### src/rtl/acmp_pkg.sv
package acmp_pkg;

  typedef enum logic [1:0] {
    ST_IDLE    = 2'd0,
    ST_VP_READ = 2'd1,
    ST_VC_READ = 2'd2,
    ST_DONE    = 2'd3
  } acmp_state_e;

endpackage

### src/rtl/acmp_compact.sv
// Packs the bits of data_i selected by mask_i into the low end of idx_o,
// lowest selected bit first.
module acmp_compact #(
  parameter int unsigned W = 16
) (
  input  logic [W-1:0] data_i,
  input  logic [W-1:0] mask_i,
  output logic [W-1:0] idx_o
);

  always_comb begin
    int unsigned pos;
    pos   = 0;
    idx_o = '0;
    for (int unsigned i = 0; i < W; i++) begin
      if (mask_i[i]) begin
        idx_o = idx_o | (W'(data_i[i]) << pos);
        pos   = pos + 1;
      end
    end
  end

endmodule

### src/rtl/acmp_fsm.sv
module acmp_fsm
  import acmp_pkg::*;
(
  input  logic        clk,
  input  logic        rst_n,
  input  logic        start_i,
  input  logic        ack_i,
  output acmp_state_e state_o,
  output logic        rd_en_o,
  output logic        vp_load_o,
  output logic        vc_load_o
);

  acmp_state_e state_q, state_d;
  logic        wait_q, wait_d;

  always_comb begin
    state_d   = state_q;
    wait_d    = 1'b0;
    rd_en_o   = 1'b0;
    vp_load_o = 1'b0;
    vc_load_o = 1'b0;
    unique case (state_q)
      ST_IDLE: begin
        if (start_i) state_d = ST_VP_READ;
      end
      ST_VP_READ: begin
        if (!wait_q) begin
          rd_en_o = 1'b1;
          wait_d  = 1'b1;
        end else begin
          vp_load_o = 1'b1;
          state_d   = ST_VC_READ;
        end
      end
      ST_VC_READ: begin
        if (!wait_q) begin
          rd_en_o = 1'b1;
          wait_d  = 1'b1;
        end else begin
          vc_load_o = 1'b1;
          state_d   = ST_DONE;
        end
      end
      ST_DONE: begin
        if (ack_i) state_d = ST_IDLE;
      end
      default: state_d = ST_IDLE;
    endcase
  end

  always_ff @(posedge clk or negedge rst_n) begin
    if (!rst_n) begin
      state_q <= ST_IDLE;
      wait_q  <= 1'b0;
    end else begin
      state_q <= state_d;
      wait_q  <= wait_d;
    end
  end

  assign state_o = state_q;

endmodule

### src/rtl/atm_addr_compressor.sv
module atm_addr_compressor
  import acmp_pkg::*;
#(
  parameter int unsigned ADDR_W = 32,
  parameter int unsigned PORT_W = 5,
  parameter int unsigned VPI_W  = 12,
  parameter int unsigned VCI_W  = 16,
  parameter int unsigned CODE_W = 16
) (
  input  logic                       clk,
  input  logic                       rst_n,
  input  logic                       multi_port,
  input  logic [PORT_W-1+VPI_W-1:0]  vp_mask,
  input  logic [ADDR_W-1:0]          vpt_base0,
  input  logic [ADDR_W-1:0]          vct_base0,
  input  logic [ADDR_W-1:0]          vpt_base1,
  input  logic [ADDR_W-1:0]          vct_base1,
  input  logic                       req_valid,
  output logic                       req_ready,
  input  logic [PORT_W-1:0]          req_port,
  input  logic [VPI_W-1:0]           req_vpi,
  input  logic [VCI_W-1:0]           req_vci,
  output logic                       mem_rd_en,
  output logic [ADDR_W-1:0]          mem_addr,
  input  logic [2*VCI_W-1:0]         mem_rdata,
  output logic                       rsp_valid,
  input  logic                       rsp_ack,
  output logic [CODE_W-1:0]          rsp_code,
  output logic                       rsp_miss
);

  localparam int unsigned PSEL_W = PORT_W - 1;
  localparam int unsigned KEY_W  = PSEL_W + VPI_W;
  localparam int unsigned WORD_W = 2 * VCI_W;
  localparam int unsigned ENT_SH = $clog2(WORD_W / 8);

  // reset: asynchronous assertion, synchronous release
  logic [1:0] rst_sync_q;
  logic       rst_int_n;

  always_ff @(posedge clk or negedge rst_n) begin
    if (!rst_n) rst_sync_q <= 2'b00;
    else        rst_sync_q <= {rst_sync_q[0], 1'b1};
  end
  assign rst_int_n = rst_sync_q[1];

  // control
  acmp_state_e state;
  logic        rd_en, vp_load, vc_load, accept;

  acmp_fsm fsm_i (
    .clk       (clk),
    .rst_n     (rst_int_n),
    .start_i   (accept),
    .ack_i     (rsp_ack),
    .state_o   (state),
    .rd_en_o   (rd_en),
    .vp_load_o (vp_load),
    .vc_load_o (vc_load)
  );

  assign req_ready = (state == ST_IDLE) && rst_int_n;
  assign accept    = req_valid && req_ready;

  // request capture
  logic [KEY_W-1:0]  key_d, key_q;
  logic [VCI_W-1:0]  vci_q;
  logic              set_d, set_q;

  assign key_d = {(multi_port ? req_port[PSEL_W-1:0] : {PSEL_W{1'b0}}), req_vpi};
  assign set_d = multi_port & req_port[PORT_W-1];

  // entry fields
  logic [VCI_W-1:0]  vc_mask_q;
  logic [VCI_W-1:0]  vc_off_q;
  logic [CODE_W-1:0] code_q;
  logic              miss_q;

  always_ff @(posedge clk or negedge rst_int_n) begin
    if (!rst_int_n) begin
      key_q     <= '0;
      vci_q     <= '0;
      set_q     <= 1'b0;
      vc_mask_q <= '0;
      vc_off_q  <= '0;
      code_q    <= '0;
      miss_q    <= 1'b0;
    end else begin
      if (accept) begin
        key_q <= key_d;
        vci_q <= req_vci;
        set_q <= set_d;
      end
      if (vp_load) begin
        vc_mask_q <= mem_rdata[WORD_W-1:VCI_W];
        vc_off_q  <= mem_rdata[VCI_W-1:0];
      end
      if (vc_load) begin
        code_q <= mem_rdata[WORD_W-1:WORD_W-CODE_W];
        miss_q <= mem_rdata[0];
      end
    end
  end

  // index packing for both levels
  logic [KEY_W-1:0] vp_idx;
  logic [VCI_W-1:0] vc_idx;

  acmp_compact #(.W(KEY_W)) vp_pack_i (
    .data_i (key_q),
    .mask_i (vp_mask),
    .idx_o  (vp_idx)
  );

  acmp_compact #(.W(VCI_W)) vc_pack_i (
    .data_i (vci_q),
    .mask_i (vc_mask_q),
    .idx_o  (vc_idx)
  );

  // address generation
  logic [ADDR_W-1:0] vpt_base, vct_base, vp_addr, vc_addr;

  assign vpt_base = set_q ? vpt_base1 : vpt_base0;
  assign vct_base = set_q ? vct_base1 : vct_base0;
  assign vp_addr  = vpt_base + ADDR_W'({vp_idx, {ENT_SH{1'b0}}});
  assign vc_addr  = vct_base + ADDR_W'(vc_off_q) + ADDR_W'({vc_idx, {ENT_SH{1'b0}}});

  assign mem_rd_en = rd_en;
  assign mem_addr  = (state == ST_VC_READ) ? vc_addr : vp_addr;

  assign rsp_valid = (state == ST_DONE);
  assign rsp_code  = code_q;
  assign rsp_miss  = miss_q;

endmodule

### config.mk
export PLATFORM = sky130hd
export DESIGN_NAME = atm_addr_compressor
export DESIGN_NICKNAME = d
export VERILOG_FILES = /design/src/rtl/acmp_pkg.sv /design/src/rtl/acmp_compact.sv /design/src/rtl/acmp_fsm.sv /design/src/rtl/atm_addr_compressor.sv
export SDC_FILE = /design/constraint.sdc
export NUM_CORES = 1
export LEC_CHECK = 0
export ABC_AREA = 1
export BUFFER_PORTS_ARGS = -buffer_cell sky130_fd_sc_hd__buf_2
export CORE_UTILIZATION = 45
export DETAILED_ROUTE_END_ITERATION = 10
export PLACE_DENSITY = 0.73
export SLEW_MARGIN = 5
export SYNTH_ARGS = -nofsm -noshare
export SYNTH_HDL_FRONTEND = slang
export SYNTH_HIERARCHICAL = 1
export SYNTH_SLANG_ARGS = --single-unit
### constraint.sdc
create_clock -name clk -period 12.7 [get_ports clk]
set_clock_uncertainty 0.1 [all_clocks]
set_input_delay 1.27 -clock clk [delete_from_list [all_inputs] [get_ports clk]]
set_output_delay 1.27 -clock clk [all_outputs]
set_load 0.03 [all_outputs]
# After elaboration in Yosys (flattened, before gate mapping)
# Index checks and enable logic that the tools add are counted.
# word_totals
inputBits	214
register_bits	87
output_inout_bits	52
wordCells	190
# classes
add_sub_neg	31
n_reduce_logical	5
mux	76
eq_ne	7
n_bitwise	31
shifts	30
# op_table
cell	count
$mux W32	31
$shl A1 B32 Y16	30
$add A32 B1 Y32 const B	28
$mux W16	30
$or A16 B16 Y16	30
$add A32 B18 Y32	2
$add A32 B16 Y32	1
$mux W1	9
$mux W2	4
$pmux W2 S4	1
$ne A2 B1 Y1 const B	3
$eq A2 B2 Y1 const B	2
$mux W4	1
$reduce_and A4 Y1	1
$eq A2 B1 Y1 const B	1
$logic_and A1 B1 Y1	2
$logic_not A2 Y1	1
$ne A2 B2 Y1 const B	1
$reduce_or A2 Y1	1
$and A1 B1 Y1	1

# Longest topological paths before layout
# depth
depth_word	34
ltp_mapped	67
mapped_depth_nobuf	67

# Cells and area by module
# Netlist, hierarchy kept.
# by_module_without_submodules
mod	seq_area_each_um2	cells_per_inst	n_inst	area_each_um2
acmp_compact	0.0	775	2	4120.2
atm_addr_compressor	2102.0	1274	1	8080.2
acmp_fsm	75.1	31	1	244.0

# Least setup slack after synthesis
# No wires, ideal clock.
# synth_path
path_type	in2out
startpoint	in vp_mask[0]
endpoint	out mem_addr[16]
t_arrival_ns	10.252
n_path_buf	0
path_slack_ns	1.078
cell_stages	55
cell_sequence	inv_1 > ha_1 > inv_1 > nand2_1 > nand2_1 > inv_1 > ha_1 > nand2_1 > nand2_1 > ha_1 > or2_1 > nand2_1 > inv_1 > ha_1 > nand2_1 > nand2_1 > ha_1 > nand2_1 > (+19 left out) > ha_1 > o21a_1 > ha_1 > nand2_1 > xor2_2 > inv_1 > nand3_1 > nand3_1 > ha_1 > fa_1 > nand2_1 > nand2_1 > nand3_1 > nand2_1 > nand2_1 > nand3_1 > xnor2_1 > o21ai_0
# synth_between
elab_chain_cells	34
# synth_rtl
element	line	source
from (decl)	atm_addr_compressor.sv:13	input logic [PORT_W-1+VPI_W-1:0] vp_mask,
$mux W1	acmp_compact.sv:16	if (mask_i[i]) begin
$add A32 B1 Y32 / $shl A1 B32 Y16 (equally long branches)	acmp_compact.sv:18, acmp_compact.sv:17	
$mux W32 / $or A16 B16 Y16 (equally long branches)	acmp_compact.sv:16, acmp_compact.sv:17	
$add A32 B1 Y32 (tied with other cells)	acmp_compact.sv:18	pos = pos + 1;
$mux W32 / $or A16 B16 Y16 (equally long branches)	acmp_compact.sv:16, acmp_compact.sv:17	
$add A32 B1 Y32 (tied with other cells)	acmp_compact.sv:18	
$mux W32 / $or A16 B16 Y16 (equally long branches)	acmp_compact.sv:16, acmp_compact.sv:17	
$add A32 B1 Y32 (tied with other cells)	acmp_compact.sv:18	
(+19 left out)	--	
$add A32 B1 Y32 (tied with other cells)	acmp_compact.sv:18	
$mux W32 / $or A16 B16 Y16 (equally long branches)	acmp_compact.sv:16, acmp_compact.sv:17	
$shl A1 B32 Y16 / $mux W16 (equally long branches)	acmp_compact.sv:17, acmp_compact.sv:16	
$or A16 B16 Y16	acmp_compact.sv:17	idx_o = idx_o | (W'(data_i[i]) << pos);
$mux W16 (*)	acmp_compact.sv:16	
named net vp_idx[0]	atm_addr_compressor.sv:106	logic [KEY_W-1:0] vp_idx;
$add A32 B18 Y32 (*)	atm_addr_compressor.sv:126	assign vp_addr = vpt_base + ADDR_W'({vp_idx, {ENT_SH{1'b0}}});
$mux W32 (*)	atm_addr_compressor.sv:130	assign mem_addr = (state == ST_VC_READ) ? vc_addr : vp_addr;
to (decl)	atm_addr_compressor.sv:24	output logic [ADDR_W-1:0] mem_addr,
# The timed path passes the listed nets; every way through them passes the cells marked *.

# Worst setup path after layout
# layout_path
startpoint	reg vc_mask_q[0]
endpoint	out mem_addr[17]
# layout_between
elab_chain_cells	34
# layout_rtl
element	line	source
from (decl)	atm_addr_compressor.sv:74	logic [VCI_W-1:0] vc_mask_q;
from (signal assigned)	atm_addr_compressor.sv:95	vc_mask_q <= mem_rdata[WORD_W-1:VCI_W];
$mux W1 (*)	acmp_compact.sv:16	
$add A32 B1 Y32 / $shl A1 B32 Y16 (equally long branches)	acmp_compact.sv:18, acmp_compact.sv:17	
$mux W32 / $or A16 B16 Y16 (equally long branches)	acmp_compact.sv:16, acmp_compact.sv:17	
$add A32 B1 Y32 (tied with other cells)	acmp_compact.sv:18	
$mux W32 / $or A16 B16 Y16 (equally long branches)	acmp_compact.sv:16, acmp_compact.sv:17	
$add A32 B1 Y32 (tied with other cells)	acmp_compact.sv:18	
$mux W32 / $or A16 B16 Y16 (equally long branches)	acmp_compact.sv:16, acmp_compact.sv:17	
$add A32 B1 Y32 (tied with other cells)	acmp_compact.sv:18	
(+19 left out)	--	
$add A32 B1 Y32 (tied with other cells)	acmp_compact.sv:18	
$mux W32 / $or A16 B16 Y16 (equally long branches)	acmp_compact.sv:16, acmp_compact.sv:17	
$shl A1 B32 Y16 / $mux W16 (equally long branches)	acmp_compact.sv:17, acmp_compact.sv:16	
$or A16 B16 Y16	acmp_compact.sv:17	
$mux W16 (*)	acmp_compact.sv:16	
named net vc_idx[6]	atm_addr_compressor.sv:107	logic [VCI_W-1:0] vc_idx;
$add A32 B18 Y32 (*)	atm_addr_compressor.sv:127	assign vc_addr = vct_base + ADDR_W'(vc_off_q) + ADDR_W'({vc_idx, {ENT_SH{1'b0}}});
$mux W32 (*)	atm_addr_compressor.sv:130	
# Marked as above.

==> out/qor.yml <==
drtIter0Drc: 1368
grt.met3_usage: 0.0228
die_h_um: 194
crit_top_cell: "nand2_1"
htree_levels: 3
numPortBuffers: 265
synth_edf_count: 0
coreArea_um2: 35900
tritoncts: "yes"
finalWeightedCongestion: 0.973
yosysSeqAreaShare: 0.131
synth_ff_type: "dfrtp_1"
crit_arrival_ns: 10.66
max_freq_mhz: 83.1
wl_per_cell_um: 16.0
met1_usage: 0.385
path_class: "flip-flop to output pin"
numCtsBuffers: 9
drive_above_1_share: 0.231
grt_util_all_layers: 0.303
yosysUniqueCellTypes: 65
grt_start_max_net_pins: 71
startpoint_type: "flip-flop"
synthArstFlopShare: 1.00
synth_area_leaders: "nand2_1 22%, dfrtp_1 13%, inv_1 8.6%"
dieArea_um2: 37600
drt_drc_violations_left: 0
grt_pass1_wl_um: 92700
clkTransAtPathRegs_ns: 0.07
post-dp-hpwl_um: 48200
cp_slowest_stage_delay_ns: 0.46
first_pass_iters: 6
clockBufferDepth: 2
yosys.area.top_type_share: 0.224
setup_viol: 0
slew_violations: 0
status: "complete, no violations"
yosys_warnings: 6
path_max_fanout: 9
relSlewSlack: 0.188
layout.nets: 3418
finalCritPeriodShare: 0.947
viasPerCell: 5.49
antenna_found_initial: 1
placedCellCount: 3556
min_period_ns: 12.03
timing.final.hold_violations: 0
vias: 19700
die_width_um: 194
area_delta_synth_final_pct: 14.8
postSynthCellCount: 2855
synth_top_area_cell: "nand2_1"
ant_nets: 0
ys_ff_latch: 87
syn_area_per_cell_um2: 5.80
postCtsHoldBufs: 0
start_util: 0.461
worst_path_max_delay_cell: "fa_1"
pin_count: 266
preCtsSetupSlack_ns: 0.171
final_core_util: 0.529
root_buffer: "clkbuf_16"
grt_pass1_vias: 18600
busiest_layer: "met2"
max_cap_viol_count: 0
clk_latency_ns: 0.38
num_rows: 69
syn_area_um2: 16600
nFillCells: 3689
final_cells: 3584
synthesis.nets: 3156
worstSetupEndpointType: "output pin"
hold_path.class: "flip-flop to asynchronous set/reset pin"
wl_um: 57500
clock-sinks: 87
fin_ws_ns: 0.668
crit_required_ns: 11.33
grtUsageMet2: 0.529
tightest_slew_ns: 1.21
grt-ovfl-total: 0
## flip-flops by register name, indices dropped and copies added, names as in the netlist
name and count:
rsp_code 16, rsp_miss 1, rst_sync_q 2, key_q 16
set_q 1, vc_off_q 16, fsm_i/state_o 2, vci_q 16
fsm_i/wait_q 1, vc_mask_q 16
## logic make-up after synthesis
family                     synth area share
AOI/OAI and AO/OA                    0.0950
xor gates and xnor gates            0.00567
adders and majority gates            0.0730
buffers and inverters                 0.107
DFF                                   0.131
muxes                                0.0332
other                              0.000226
and+or+nand+nor                       0.554
## layout make-up
type	instances	area [um^2]	area share
multi-input combinational	2315	12900	0.676
clock inverter	6	72.6	0.00382
inverter	418	1580	0.0829
tap	461	577	0.0303
clock buffer	10	239	0.0126
antenna	1	2.50	0.000132
sequential	87	2180	0.115
timing repair buffer	286	1500	0.0791
## per-stage QoR
step	instance area (um^2)	hold slack (ns)	TNS, ns
3_3_place_gp	18400	0.213	0
3_5_place_dp	18400	0.220	0
6_report	19000	0.205	0
5_1_grt	19000	0.253	-0.0276
2_1_floorplan	16600	0.231	0
4_1_cts	18700	0.223	0
## Yosys cell counts, drive strengths merged (5+ instances only)
master / number
nand2: 1132
inv: 416
nand3: 324
nor2: 295
dfrtp: 87
nor3: 79
ha: 71
o21ai: 66
nand4: 62
a21oi: 61
mux2: 48
a221oi: 26
a31oi: 25
clkbuf: 18
buf: 17
fa: 16
or2: 15
nand3b: 9
a221o: 8
o2111ai: 8
xor2: 7
o21a: 5
o21bai: 5
o22ai: 5
## placed cells by master (no fill, tap or decap), drive strengths merged, types with 4 or more instances in the layout
master,count
or2,15
and2,4
clkinv,4
o22ai,5
nand2,1132
a21oi,61
dfrtp,87
nor4,4
a221oi,26
nor2,295
o31ai,4
o21ai,66
fa,16
o211ai,4
nor3,79
ha,71
buf,283
clkbuf,13
nand4,62
a31oi,25
a22oi,4
mux2,48
inv,419
a221o,8
o21a,5
o2111ai,8
nand3,324
a32oi,4
o21bai,5
a22o,4
xor2,7
nand3b,9
## path summary, 6_finish.rpt
path / startpoint / to / slack, ns / cells after the start
setup / recovery: vc_mask_q[0] / mem_addr[17] / 0.67 / 60
hold / removal: rst_sync_q[1] / key_q[0] / 0.20 / 0
setup reg to reg: rst_sync_q[1] / fsm_i/state_o[1] / 10.01 / 11
hold reg to reg: rst_sync_q[1] / key_q[0] / 0.20 / 0
max in group asynchronous: rst_sync_q[1] / vc_off_q[8] / 11.23 / 1
min in group clk: rst_sync_q[0] / rst_sync_q[1] / 0.27 / 0
## worst max-delay path, delay by kind of cell, from the launching register on
family / cells / cell delay (ns)
compound gates: 7 / 1.39
simple gates: 30 / 3.04
fa+ha+maj: 15 / 4.53
flops: 1 / 0.42
buf+inv: 8 / 0.83
## layer usage
layer  routed length, um  vias to the layer above  share of wire
li1                    -                     9783              -
met1               25000                     9072           0.44
met2               27300                      698           0.47
met3                2910                      121          0.051
met4                2250                        0          0.039
met5                   0                        -              0
## what timing repair did
action / 4_1_cts / 5_1_grt
gates resized for setup: 0 / 79
endpoints found under the setup margin: 0 / 30
hold endpoints to repair: 0 / 0
setup buffers: 0 / 11
Power is left out: the tool's default activity adds up to more than one toggle a clock period on the data nets, which glitch-free logic cannot reach.
